===== src/rtl/mux_port_pkg.sv =====
// Shared types for the multiplexed row/column memory port.
// Assumes: nothing beyond a single clock domain.
package mux_port_pkg;

    // Operating condition decoded from the two active-low controls.
    typedef enum logic [1:0] {
        MODE_STANDBY = 2'd0,
        MODE_READ    = 2'd1,
        MODE_WRITE   = 2'd2,
        MODE_INHIBIT = 2'd3
    } port_mode_e;

endpackage


===== src/rtl/addr_assembler.sv =====
// Captures the row and column pieces of the address from a shared input
// and merges them, row on top, into the full storage address.
// Assumes: BUS_W is at least as wide as either piece; strobes are synchronous.
module addr_assembler #(
    parameter int ROW_W = 8,
    parameter int COL_W = 11,
    parameter int BUS_W = 11,
    localparam int ADDR_W = ROW_W + COL_W
) (
    input  logic              clk,
    input  logic              rst_n,
    input  logic [BUS_W-1:0]  bus_in,
    input  logic              row_stb,
    input  logic              col_stb,
    output logic [ADDR_W-1:0] full_addr
);

    logic [ROW_W-1:0] row_q;
    logic [COL_W-1:0] col_q;

    // Row piece register: loads on its strobe, cleared by reset.
    always_ff @(posedge clk) begin
        if (!rst_n)       row_q <= '0;
        else if (row_stb) row_q <= bus_in[ROW_W-1:0];
    end

    // Column piece register: loads on its strobe, cleared by reset.
    always_ff @(posedge clk) begin
        if (!rst_n)       col_q <= '0;
        else if (col_stb) col_q <= bus_in[COL_W-1:0];
    end

    // Merge: row piece supplies the upper bits, column piece the lower.
    assign full_addr = {row_q, col_q};


    row_capture_chk: assert property (@(posedge clk) disable iff (!rst_n)
        row_stb |=> full_addr[ADDR_W-1:COL_W] == $past(bus_in[ROW_W-1:0]));


    col_capture_chk: assert property (@(posedge clk) disable iff (!rst_n)
        col_stb |=> full_addr[COL_W-1:0] == $past(bus_in[COL_W-1:0]));


    addr_hold_chk: assert property (@(posedge clk) disable iff (!rst_n)
        (!row_stb && !col_stb) |=> $stable(full_addr));

endmodule


===== src/rtl/mode_decoder.sv =====
// Decodes the active-low controls into an operating mode and produces a
// single-cycle commit when write enable is released after a write.
// Assumes: controls are synchronous to clk.
module mode_decoder
    import mux_port_pkg::*;
(
    input  logic       clk,
    input  logic       rst_n,
    input  logic       oe_n,
    input  logic       we_n,
    output port_mode_e mode,
    output logic       commit
);

    logic armed_q;
    logic commit_q;

    // Mode decode from the control pair.
    always_comb begin
        case ({oe_n, we_n})
            2'b01:   mode = MODE_READ;
            2'b10:   mode = MODE_WRITE;
            2'b00:   mode = MODE_INHIBIT;
            default: mode = MODE_STANDBY;
        endcase
    end

    // Remembers that the last sampled cycle was a valid write.
    always_ff @(posedge clk) begin
        if (!rst_n) armed_q <= 1'b0;
        else        armed_q <= (mode == MODE_WRITE);
    end

    // Commit pulse on release of write enable after an armed write.
    always_ff @(posedge clk) begin
        if (!rst_n) commit_q <= 1'b0;
        else        commit_q <= armed_q && we_n;
    end

    assign commit = commit_q;


    commit_single_chk: assert property (@(posedge clk) disable iff (!rst_n)
        commit |=> !commit);


    no_commit_while_low_chk: assert property (@(posedge clk) disable iff (!rst_n)
        !we_n |=> !commit);

endmodule


===== src/rtl/data_path.sv =====
// Registers the read byte and its drive enable, and holds the write byte
// captured during a write cycle.
// Assumes: storage read data is combinational from the presented address.
module data_path
    import mux_port_pkg::*;
#(
    parameter int DATA_W = 8
) (
    input  logic              clk,
    input  logic              rst_n,
    input  port_mode_e        mode,
    input  logic [DATA_W-1:0] bus_in,
    input  logic [DATA_W-1:0] rd_byte,
    output logic [DATA_W-1:0] bus_out,
    output logic              bus_drive,
    output logic [DATA_W-1:0] wr_byte
);

    logic              drive_q;
    logic [DATA_W-1:0] out_q;
    logic [DATA_W-1:0] wbyte_q;

    // Drive enable: only a read condition drives the bus.
    always_ff @(posedge clk) begin
        if (!rst_n) drive_q <= 1'b0;
        else        drive_q <= (mode == MODE_READ);
    end

    // Output byte: refreshed from storage on each read cycle.
    always_ff @(posedge clk) begin
        if (!rst_n)                 out_q <= '0;
        else if (mode == MODE_READ) out_q <= rd_byte;
    end

    // Write byte: follows the bus while a write condition holds.
    always_ff @(posedge clk) begin
        if (!rst_n)                  wbyte_q <= '0;
        else if (mode == MODE_WRITE) wbyte_q <= bus_in;
    end

    assign bus_out   = out_q;
    assign bus_drive = drive_q;
    assign wr_byte   = wbyte_q;


    read_drive_chk: assert property (@(posedge clk) disable iff (!rst_n)
        (mode == MODE_READ) |=> (bus_drive && bus_out == $past(rd_byte)));


    inhibit_float_chk: assert property (@(posedge clk) disable iff (!rst_n)
        (mode == MODE_INHIBIT) |=> !bus_drive);

endmodule


===== src/rtl/mux_addr_port.sv =====
// Top of the multiplexed row/column memory port: assembles the address,
// decodes read/write/inhibit/standby and drives the byte bus and storage.
// Assumes: single clock; synchronous active-low reset doubles as halt.
module mux_addr_port
    import mux_port_pkg::*;
#(
    parameter int ROW_W  = 8,
    parameter int COL_W  = 11,
    parameter int DATA_W = 8,
    localparam int BUS_W  = (ROW_W > COL_W) ? ROW_W : COL_W,
    localparam int ADDR_W = ROW_W + COL_W
) (
    input  logic              clk,
    input  logic              rst_n,
    input  logic [BUS_W-1:0]  addr_in,
    input  logic              row_stb,
    input  logic              col_stb,
    input  logic              oe_n,
    input  logic              we_n,
    input  logic [DATA_W-1:0] dq_in,
    output logic [DATA_W-1:0] dq_out,
    output logic              dq_oe,
    output logic [ADDR_W-1:0] mem_addr,
    output logic              mem_we,
    output logic [DATA_W-1:0] mem_wdata,
    input  logic [DATA_W-1:0] mem_rdata
);

    port_mode_e mode;

    addr_assembler #(
        .ROW_W (ROW_W),
        .COL_W (COL_W),
        .BUS_W (BUS_W)
    ) u_addr (
        .clk       (clk),
        .rst_n     (rst_n),
        .bus_in    (addr_in),
        .row_stb   (row_stb),
        .col_stb   (col_stb),
        .full_addr (mem_addr)
    );

    mode_decoder u_mode (
        .clk    (clk),
        .rst_n  (rst_n),
        .oe_n   (oe_n),
        .we_n   (we_n),
        .mode   (mode),
        .commit (mem_we)
    );

    data_path #(
        .DATA_W (DATA_W)
    ) u_data (
        .clk       (clk),
        .rst_n     (rst_n),
        .mode      (mode),
        .bus_in    (dq_in),
        .rd_byte   (mem_rdata),
        .bus_out   (dq_out),
        .bus_drive (dq_oe),
        .wr_byte   (mem_wdata)
    );


    oe_high_float_chk: assert property (@(posedge clk) disable iff (!rst_n)
        oe_n |=> !dq_oe);


    reset_halt_chk: assert property (@(posedge clk)
        !rst_n |=> (!dq_oe && !mem_we));


    standby_idle_chk: assert property (@(posedge clk) disable iff (!rst_n)
        (oe_n && we_n && !$past(mode == MODE_WRITE)) |=> (!dq_oe && !mem_we));

endmodule


===== config.mk =====
export PLATFORM = sky130hd
export DESIGN_NAME = mux_addr_port
export DESIGN_NICKNAME = d
export VERILOG_FILES = /design/src/rtl/mux_port_pkg.sv /design/src/rtl/addr_assembler.sv /design/src/rtl/mode_decoder.sv /design/src/rtl/data_path.sv /design/src/rtl/mux_addr_port.sv
export SDC_FILE = /design/constraint.sdc
export NUM_CORES = 1
export LEC_CHECK = 0
export ABC_CLOCK_PERIOD_IN_PS = 1400
export BUFFER_PORTS_ARGS = -buffer_cell sky130_fd_sc_hd__buf_2
export CORE_MARGIN = 4
export CORE_UTILIZATION = 48
export DETAILED_ROUTE_END_ITERATION = 10
export GPL_TIMING_DRIVEN = 0
export PLACE_DENSITY = 0.93
export SYNTH_ARGS = -nofsm -noshare
export SYNTH_HDL_FRONTEND = slang
export SYNTH_SLANG_ARGS = --single-unit

===== constraint.sdc =====
create_clock -name clk -period 1.4 [get_ports clk]
set_clock_uncertainty 0.15 [all_clocks]
set_input_delay 0.21 -clock clk [delete_from_list [all_inputs] [get_ports clk]]
set_output_delay 0.21 -clock clk [all_outputs]
set_load 0.005 [all_outputs]

* Yosys cells after proc, flatten, opt, wreduce, memory -nomap -nowiden
Cells that the tools add are included.
Storage, ports and cells: bits in registers 38, output and inout port bits 37
Cells by class: equality and inequality tests 4, muxes and demuxes 1, reduce and logical (&&, ||, !) cells 2
Operator list (number):
- $pmux 2 s3 | 1
- $eq 2x1->1 const B | 2
- $eq 2x2->1 const B | 2
- $logic_not 2->1 | 1
- $logic_and 1x1->1 | 1

* Depth between registers and ports, before layout
Gate-level depths: netlist of run 1.
depth after elaboration 3, depth in mapped cells 4

* By module
From an unflattened synthesis of run 1, not the netlist that was laid out.
Second synthesis, totals: cell total of the unflattened synthesis 140, area, all modules 1475.2 µm²
By module, submodules not included:
- addr_assembler | times used 1, cells an instance 60, area each 713.2 µm², sequential area each 380.4 µm²
- data_path | times used 1, cells an instance 74, area each 698.2 µm², sequential area each 340.3 µm²
- mode_decoder | times used 1, cells an instance 6, area each 63.8 µm², sequential area each 40.0 µm²

* Least setup slack after synthesis of run 1
OpenSTA, ideal clock, no wires.
path type input to register, start input port row_stb, end register u_addr.row_q[0], arrival 0.653 ns, setup slack 0.481 ns, stages 3, path buffers 1, path through buf_2 -> mux2i_1 -> nor2b_1
RTL lines:
- start: declaration | line mux_addr_port.sv:16 | input logic row_stb,
- end signal: assignment | line addr_assembler.sv:24 | else if (row_stb) row_q <= bus_in[ROW_W-1:0];
- end: declaration | line addr_assembler.sv:18 | logic [ROW_W-1:0] row_q;

* Final worst setup path of run 1
start input port oe_n, end register u_data.drive_q (netlist: u_data.bus_drive)
On the way: longest elaborated chain between the ends 3
Ends and longest elaborated chain:
- start: declaration | line mux_addr_port.sv:18 | input logic oe_n,
- $eq 2x2->1 (tied with other cells) | line mode_decoder.sv:20 | case ({oe_n, we_n})
- $pmux 2 s3 (*) | line mode_decoder.sv:20
- $eq 2x1->1 (*) | line data_path.sv:26 | else drive_q <= (mode == MODE_READ);
- end signal: assignment | line data_path.sv:26
- end: declaration | line data_path.sv:19 | logic drive_q;
Every way passes the cells marked *; elsewhere a longest branch is shown, timed or not. A chain may end at the register's enable or synchronous reset.

==> impl_metrics.json, run 1 <==
{
  "timing_hold_violations_final": 0,
  "dieHeight_um": 62.9,
  "endpoint_kind": "flop",
  "final_core_utilization_pct": 74.8,
  "pwr_density_cell_mw_per_mm2": 985,
  "gpl.final_weighted_congestion": 0.686,
  "largest_net_degree_at_the_start_of_global_routing": 12,
  "worst_skew_late_latency_ns": 0.34,
  "die-area_mm2": 0.00395,
  "drt_pre_antenna_iters": 4,
  "fmaxAchievable_ghz": 0.724,
  "clock_sinks": 38,
  "share_comb_of_total_power_pct": 15.7,
  "post_drt_via_cell_ratio": 4.79,
  "cts-buffers-inserted": 5,
  "reg2reg_setup_slack_ns": 0.59,
  "drt_drc_violations_left": 0,
  "antenna_violating_nets_post_route": 0,
  "antenna_cells": 0,
  "worst_hold_path.endpoint": "u_addr.col_q[0]",
  "grt_antenna_before_repair": 0,
  "holdPathStages": 3,
  "fin_setup_tns_ns": 0,
  "finish.net_count": 269,
  "worst_hold_startpoint": "addr_in[0]",
  "syn-instance-count": 140,
  "path_clk_slew_ns": 0.11,
  "placed_cells_incl_taps": 238,
  "hpwl_reported_at_the_end_of_detailed_placement_um": 2300,
  "maximum_clock_path_buffer_count": 2,
  "layout_commonest_cell": "sky130_fd_sc_hd__buf_2",
  "grt_pass1_vias": 1331,
  "cts_setup_buffers": 0,
  "postSynthRegisterBits": 38,
  "rsz0062_at_grt": "false",
  "cts-htree-levels": 2,
  "power_report.internal_total_mw": 1.57,
  "fp.coreArea_mm2": 0.00281,
  "arrival_ns": 1.52,
  "vdd_drop_max_mv": 0.702,
  "worstSetupPathType": "primary input to flop",
  "fin_crit_sh_pct": 98.7,
  "layout-area-overhead-vs-synth_pct": 45.3,
  "rr_worst_depth": 2,
  "critical_r2r_launch": "u_data.wr_byte[4]",
  "layout.cells.most_common_list": "sky130_fd_sc_hd__buf_2, sky130_fd_sc_hd__dfxtp_1, sky130_fd_sc_hd__mux2i_1",
  "crit-reg2reg-capture": "u_data.wr_byte[4]",
  "maximum_net_fanout_on_the_critical_path": 3,
  "synthesis.nets": 173,
  "portBuffers": 67,
  "p_clk_share_pct": 27.9,
  "post_synth.cell_area_avg_um2": 10.3,
  "grt_overflow": 0,
  "tightestPinTransition_ns": 0.367,
  "cap_viol_max_count": 0,
  "cp-start-kind": "primary input",
  "cellLeakagePower_nw": 1.07,
  "ctsRootBufferMaster": "sky130_fd_sc_hd__clkbuf_4",
  "grt_first_pass_wirelength_um": 6330,
  "synth_warnings": 0,
  "globalRouteTotalUtil_pct": 20.0,
  "timing.final.crit_period_ns": 1.38,
  "detail_route.wl_per_cell_um": 13.9,
  "post_route_non_filler_standard_cell_count": 268,
  "timing.slew.headroom_pct": 75.5,
  "yosysUniqueCellTypes": 12,
  "vias": 1284,
  "status": "finished clean",
  "placement_rows": 19,
  "share_seq_of_total_power_pct": 56.4,
  "post_synth_instance_area_mm2": 0.00145,
  "net-switching-power_mw": 0.501,
  "initial_core_util_pct": 51.5,
  "ioPinCount": 70,
  "num-fill-cells": 197,
  "width_of_the_die_um": 62.9,
  "sw_frac_of_total_pct": 24.2,
  "detail_route.wirelength_um": 3730,
  "synth_sequential_area_ratio_pct": 52.6,
  "drive_gt1_share_pct": 34.6,
  "tritoncts": "done",
  "finalSetupViolCount": 0,
  "drv_slew": 0,
  "hold_path_class": "primary input to flop",
  "iteration_0_drc_markers": 31,
  "timing.critical_path.required_ns": 1.54
}
[critical path: stages]
cell and delay [ns]:
sky130_fd_sc_hd__dlygate4sd3_1 0.53, sky130_fd_sc_hd__buf_2 0.13, sky130_fd_sc_hd__nor2_1 0.10, sky130_fd_sc_hd__dlygate4sd3_1 0.56
[kinds of logic after synthesis]
group / count (synthesis) / synth area share (%)
simple gates: 57 / 18.9
buf+inv: 10 / 4.24
flops: 38 / 52.6
mux: 35 / 24.2
[routing by layer]
layer | global-route usage (%) | wire length, µm
met5 | 0 | 0
met4 | 5.51 | 50
met3 | 8.45 | 371
met2 | 33.3 | 1730
met1 | 23.2 | 1580
[metrics by stage]
stage	instance area [µm²]	hold WS, ns	worst slack (ns)	power [mW]
after CTS	2100	0.00276	0.0604	2.07
after detailed placement	1820	0.251	0.289	1.46
after floorplan	1450	0.132	0.481	1.33
after global routing	2100	0.00201	0.0250	2.17
after global placement	1820	0.240	0.332	1.45
final	2100	0.0111	0.0181	2.07
[synthesized netlist by cell type (all sizes together)]
library cell | number | area share, %
clkbuf | 2 | 0.52
mux2i | 35 | 24
nand2 | 33 | 8.6
and3 | 1 | 0.43
buf | 8 | 3.7
and2b | 1 | 0.52
dfxtp | 38 | 53
and2 | 1 | 0.43
nor2 | 1 | 0.26
nor2b | 20 | 8.7
[power by group through the flow]
stage | Sequential, mW | Clock [mW] | Combinational [mW]
floorplan | 1.20 | 0 | 0.138
finish | 1.17 | 0.577 | 0.325
detailed placement | 1.19 | 0 | 0.272
global placement | 1.19 | 0 | 0.266
global route | 1.17 | 0.639 | 0.359
CTS | 1.17 | 0.585 | 0.319
[flip-flops by register name (all words and copies together) (netlist names)]
name,cells
u_mode.armed_q,1
u_data.bus_out,8
u_data.bus_drive,1
u_data.wr_byte,8
u_mode.commit,1
u_addr.row_q,8
u_addr.col_q,11
[how the worst max path moves through the flow]
stage,from,endpoint,cells after the start
after floorplan,row_stb,u_addr.row_q[0],3
after global placement,rst_n,u_data.bus_drive,4
after detailed placement,oe_n,u_data.bus_out[4],4
after CTS,oe_n,u_data.bus_drive,4
after global routing,oe_n,u_data.bus_drive,4
final,oe_n,u_data.bus_drive,4
[repair_timing]
item | in CTS | in global routing
endpoints found under the hold margin | 22 | 0
hold buffers | 22 | 0
resized for setup | 0 | 0
[final cells by class]
cell class	count	area, µm²	area share, %
clock buffer	7	55.1	2.62
clock inverter	1	5.00	0.238
multi-input combinational	92	623	29.7
buffer	10	61.3	2.92
tap	31	38.8	1.85
sequential	38	761	36.2
timing repair buffer	89	556	26.5
Power figures use the tool's default switching activity.
==> inputs of run 2 (changes only) <==
--- a/config.mk
+++ b/config.mk
@@ -9,6 +9,7 @@
 export BUFFER_PORTS_ARGS = -buffer_cell sky130_fd_sc_hd__buf_2
 export CORE_MARGIN = 4
 export CORE_UTILIZATION = 48
+export CTS_BUF_LIST = sky130_fd_sc_hd__clkbuf_16
 export DETAILED_ROUTE_END_ITERATION = 10
 export GPL_TIMING_DRIVEN = 0
 export PLACE_DENSITY = 0.93
==> impl_metrics.json, run 2 (same netlist as run 1, synthesis figures left out) <==
{
  "grt_antenna_before_repair": 0,
  "finalSetupViolCount": 0,
  "vias": 1156,
  "status": "finished clean",
  "grt_first_pass_wirelength_um": 5310,
  "placement_rows": 19,
  "maximum_clock_path_buffer_count": 2,
  "finish.net_count": 247,
  "cts_setup_buffers": 0,
  "initial_core_util_pct": 51.5,
  "hold_path_class": "primary input to flop",
  "portBuffers": 67,
  "worst-path-buf-inv": 2,
  "worst_skew_late_latency_ns": 0.27,
  "arrival_ns": 1.36,
  "antenna_violating_nets_post_route": 0,
  "layout-area-overhead-vs-synth_pct": 35.8,
  "layout_commonest_cell": "sky130_fd_sc_hd__buf_2",
  "antenna_cells": 0,
  "pwr_density_cell_mw_per_mm2": 1250,
  "fmaxAchievable_ghz": 0.761,
  "endpoint_kind": "flop",
  "fp.coreArea_mm2": 0.00281,
  "critical_path.cell_chain": "dlygate4sd3_1 -> nor2b_1 -> buf_4 -> mux2i_1",
  "timing.final.crit_period_ns": 1.31,
  "ctsRootBufferMaster": "sky130_fd_sc_hd__clkbuf_16",
  "fin_crit_sh_pct": 93.9,
  "cellLeakagePower_nw": 1.01,
  "cpLargestDelayFamily": "buffers and inverters",
  "drt_drc_violations_left": 0,
  "path_clk_slew_ns": 0.05,
  "hpwl_reported_at_the_end_of_detailed_placement_um": 2300,
  "drt_pre_antenna_iters": 4,
  "gpl.final_weighted_congestion": 0.686,
  "timing.slew.headroom_pct": 77.1,
  "cts-buffers-inserted": 5,
  "timing.critical_path.required_ns": 1.44,
  "post_drt_via_cell_ratio": 4.70,
  "width_of_the_die_um": 62.9,
  "cp_slowest_cell": "sky130_fd_sc_hd__dlygate4sd3_1",
  "cts-htree-levels": 2,
  "cp-start-kind": "primary input",
  "iteration_0_drc_markers": 15,
  "layout.cells.most_common_list": "sky130_fd_sc_hd__buf_2, sky130_fd_sc_hd__dfxtp_1, sky130_fd_sc_hd__mux2i_1",
  "largest_register_ff_count": 11,
  "largest_net_degree_at_the_start_of_global_routing": 12,
  "grt_overflow": 0,
  "cpPeakStageDelay_ns": 0.58,
  "ioPinCount": 70,
  "registers.top_by_ff_count": "u_addr.col_q",
  "cap_viol_max_count": 0,
  "power.total_mw": 2.45,
  "timing_hold_violations_final": 0,
  "globalRouteTotalUtil_pct": 16.4,
  "grt_pass1_vias": 1180,
  "die-area_mm2": 0.00395,
  "vdd_drop_max_mv": 0.760,
  "dieHeight_um": 62.9,
  "drv_slew": 0,
  "final_core_utilization_pct": 69.9,
  "detail_route.wl_per_cell_um": 12.1,
  "rsz0062_at_grt": "false",
  "detail_route.wirelength_um": 2990,
  "drive_gt1_share_pct": 37.2,
  "tightestPinTransition_ns": 0.344,
  "holdWs_ns": 0.0320,
  "worstSetupPathType": "primary input to flop",
  "cts_resized": 0,
  "maximum_net_fanout_on_the_critical_path": 9,
  "fin_setup_tns_ns": 0,
  "tritoncts": "done",
  "clock_sinks": 38
}
==> run 2: repair_timing <==
item,CTS,global route
setup endpoints to repair,0,7
hold buffers,1,0
hold endpoints to repair,1,0
==> run 2: final cells by class <==
class / count / area [µm²]
clock inverter: 3 / 12.5
sequential: 38 / 761
tap: 31 / 38.8
multi-input combinational: 92 / 623
timing repair buffer: 67 / 340
buffer: 10 / 61.3
fill: 219 / 843
clock buffer: 5 / 125
==> run 2: worst paths after layout <==
path / startpoint / endpoint / slack [ns] / depth (start not counted)
worst max-delay path: oe_n / u_data.wr_byte[5] / 0.09 / 4
worst min-delay path: mem_rdata[5] / u_data.bus_out[5] / 0.03 / 3
worst max register to register: u_addr.col_q[10] / u_addr.col_q[10] / 0.64 / 2
worst min register to register: u_data.bus_out[1] / u_data.bus_out[1] / 0.30 / 2
==> run 2: power by group <==
part	internal, mW	leakage (nW)	total [mW]	switching [mW]
registers	1.14	0.312	1.17	0.0255
logic	0.146	0.626	0.270	0.124
clock network	0.641	0.0724	1.01	0.372
total	1.93	1.01	2.45	0.522
==> run 2: tightest hold or removal path: cells and delay by family <==
kind,cells,cell delay [ns]
multiplexers,1,0.05
AND/OR/NAND/NOR,1,0.05
buffers and inverters,1,0.09
==> run 2: per-layer routing <==
layer  routed length [µm]  global-route usage, %  vias to the layer above
met2                 1310                   26.4                       59
met4                   21                   4.13                        0
met5                    0                      0                        -
li1                     -                      -                      598
met3                  299                   6.29                        3
met1                 1360                   20.6                      496
==> run 2: metrics by stage <==
step           area (µm²)  cells  setup WS (ns)
3_3_place_gp         1820    238          0.332
4_1_cts              1970    247         0.0373
2_1_floorplan        1450    140          0.481
3_5_place_dp         1820    238          0.289
6_report             1960    246         0.0859
5_1_grt              1960    246         0.0365
==> inputs of run 3 (changes only) <==
--- a/config.mk
+++ b/config.mk
@@ -7,12 +7,14 @@
 export LEC_CHECK = 0
 export ABC_CLOCK_PERIOD_IN_PS = 1400
 export BUFFER_PORTS_ARGS = -buffer_cell sky130_fd_sc_hd__buf_2
+export CELL_PAD_IN_SITES_DETAIL_PLACEMENT = 0
+export CELL_PAD_IN_SITES_GLOBAL_PLACEMENT = 1
 export CORE_MARGIN = 4
-export CORE_UTILIZATION = 48
+export CORE_UTILIZATION = 35
 export CTS_BUF_LIST = sky130_fd_sc_hd__clkbuf_16
 export DETAILED_ROUTE_END_ITERATION = 10
 export GPL_TIMING_DRIVEN = 0
-export PLACE_DENSITY = 0.93
+export PLACE_DENSITY = 0.92
 export SYNTH_ARGS = -nofsm -noshare
 export SYNTH_HDL_FRONTEND = slang
 export SYNTH_SLANG_ARGS = --single-unit
==> impl_metrics.json, run 3 (same netlist as run 1, synthesis figures left out) <==
{
  "post_route_non_filler_standard_cell_count": 265,
  "grt_antenna_before_repair": 0,
  "largest_net_degree_at_the_start_of_global_routing": 12,
  "fmaxAchievable_ghz": 0.783,
  "finish.net_count": 247,
  "worst_setup_margin_ns": 0.122,
  "timing.critical_path.required_ns": 1.45,
  "drt_drc_violations_left": 0,
  "rsz0062_at_grt": "false",
  "layout.cells.most_common_list": "sky130_fd_sc_hd__buf_2, sky130_fd_sc_hd__dfxtp_1, sky130_fd_sc_hd__mux2i_1",
  "drive_gt1_share_pct": 37.2,
  "vias": 1145,
  "gpl.final_weighted_congestion": 0.683,
  "timing.slew.headroom_pct": 75.6,
  "hpwl_reported_at_the_end_of_detailed_placement_um": 2280,
  "clock_sinks": 38,
  "layout-area-overhead-vs-synth_pct": 37.4,
  "detail_route.wirelength_um": 3060,
  "grt_overflow": 0,
  "cts-buffers-inserted": 5,
  "ff_latch_area_um2": 761,
  "drt_pre_antenna_iters": 3,
  "num-fill-cells": 402,
  "antenna_violating_nets_post_route": 0,
  "tritoncts": "done",
  "finalSetupViolCount": 0,
  "worst_skew_late_latency_ns": 0.27,
  "cap_viol_max_count": 0,
  "multi_input_gate_area_in_the_final_layout_um2": 623,
  "final_design_area_no_fill_mm2": 0.00199,
  "vdd_drop_max_mv": 0.621,
  "endpoint_kind": "flop",
  "cellLeakagePower_nw": 1.01,
  "globalRouteTotalUtil_pct": 12.8,
  "arrival_ns": 1.33,
  "pre_cts_ws_ns": 0.289,
  "fp.coreArea_mm2": 0.00400,
  "hold_path_class": "primary input to flop",
  "path_clk_slew_ns": 0.06,
  "detail_route.wl_per_cell_um": 11.5,
  "drv_slew": 0,
  "status": "finished clean",
  "width_of_the_die_um": 72.3,
  "worstSetupPathType": "primary input to flop",
  "iteration_0_drc_markers": 18,
  "dieHeight_um": 72.3,
  "die-area_mm2": 0.00522,
  "pwr_density_cell_mw_per_mm2": 1240,
  "maximum_clock_path_buffer_count": 2,
  "cts-htree-levels": 2,
  "largest_register_ff_count": 11,
  "antenna_cells": 0,
  "fin_crit_sh_pct": 91.3,
  "grt_pass1_vias": 1176,
  "placed_cells_incl_taps": 257,
  "total_placed_instance_area_mm2": 0.00184,
  "grt_first_pass_wirelength_um": 5280,
  "tightestPinTransition_ns": 0.366,
  "maximum_net_fanout_on_the_critical_path": 8,
  "timing_hold_violations_final": 0,
  "ioPinCount": 70,
  "portBuffers": 67,
  "fin_setup_tns_ns": 0,
  "layout_commonest_cell": "sky130_fd_sc_hd__buf_2",
  "registers.top_by_ff_count": "u_addr.col_q",
  "initial_core_util_pct": 36.1,
  "timing.final.crit_period_ns": 1.28,
  "cp-start-kind": "primary input",
  "ctsRootBufferMaster": "sky130_fd_sc_hd__clkbuf_16",
  "post_drt_via_cell_ratio": 4.32,
  "placement_rows": 23
}
## run 3: cell counts in the layout (fill, tap and decap cells not counted)
No cell type changed its count.
## run 3: worst paths after layout
kind,start,to,slack (ns),cells past startpoint
setup / recovery,oe_n,u_data.bus_out[6],0.12,4
hold / removal,dq_in[6],u_data.wr_byte[6],0.03,3
setup reg to reg,u_addr.row_q[2],u_addr.row_q[2],0.64,2
hold reg to reg,u_mode.armed_q,u_mode.commit,0.30,1
## run 3: layer usage
metal / global-route usage [%] / routed length (µm) / up-vias
met5: 0 / 0 / -
met4: 4.38 / 17 / 0
met3: 6.23 / 381 / 2
met2: 20.0 / 1320 / 52
met1: 15.3 / 1340 / 494
li1: - / - / 597
## run 3: where the power goes
group	switching (mW)	internal, mW
Combinational	0.122	0.146
Sequential	0.0258	1.14
Clock	0.380	0.642
Total	0.527	1.93
## run 3: area by class of cell
type / instances / share of cell area (%)
clock buffer: 5 / 6.30
sequential: 38 / 38.3
multi-input combinational: 92 / 31.4
clock inverter: 3 / 0.630
buffer: 10 / 3.09
timing repair buffer: 67 / 17.1
tap: 50 / 3.15
## run 3: timing repair
action,in CTS,in global routing
endpoints found under the hold margin,1,0
hold buffers,1,0
gates resized for setup,0,0
endpoints found under the setup margin,0,3
buffers inserted,0,0
## run 3: critical path: stages
cell                            delay (ns)
sky130_fd_sc_hd__dlygate4sd3_1        0.56
sky130_fd_sc_hd__and2b_1              0.21
sky130_fd_sc_hd__buf_6                0.15
sky130_fd_sc_hd__mux2i_1              0.19
## run 3: stage by stage
stage | hold slack (ns) | power (mW) | util (%)
floorplan | 0.132 | 1.33 | -
finish | 0.0294 | 2.46 | 49.6
CTS | 0.0217 | 2.50 | 49.8
global placement | 0.247 | 1.46 | 46.1
global route | 0.0251 | 2.60 | 49.6
detailed placement | 0.250 | 1.46 | 46.1
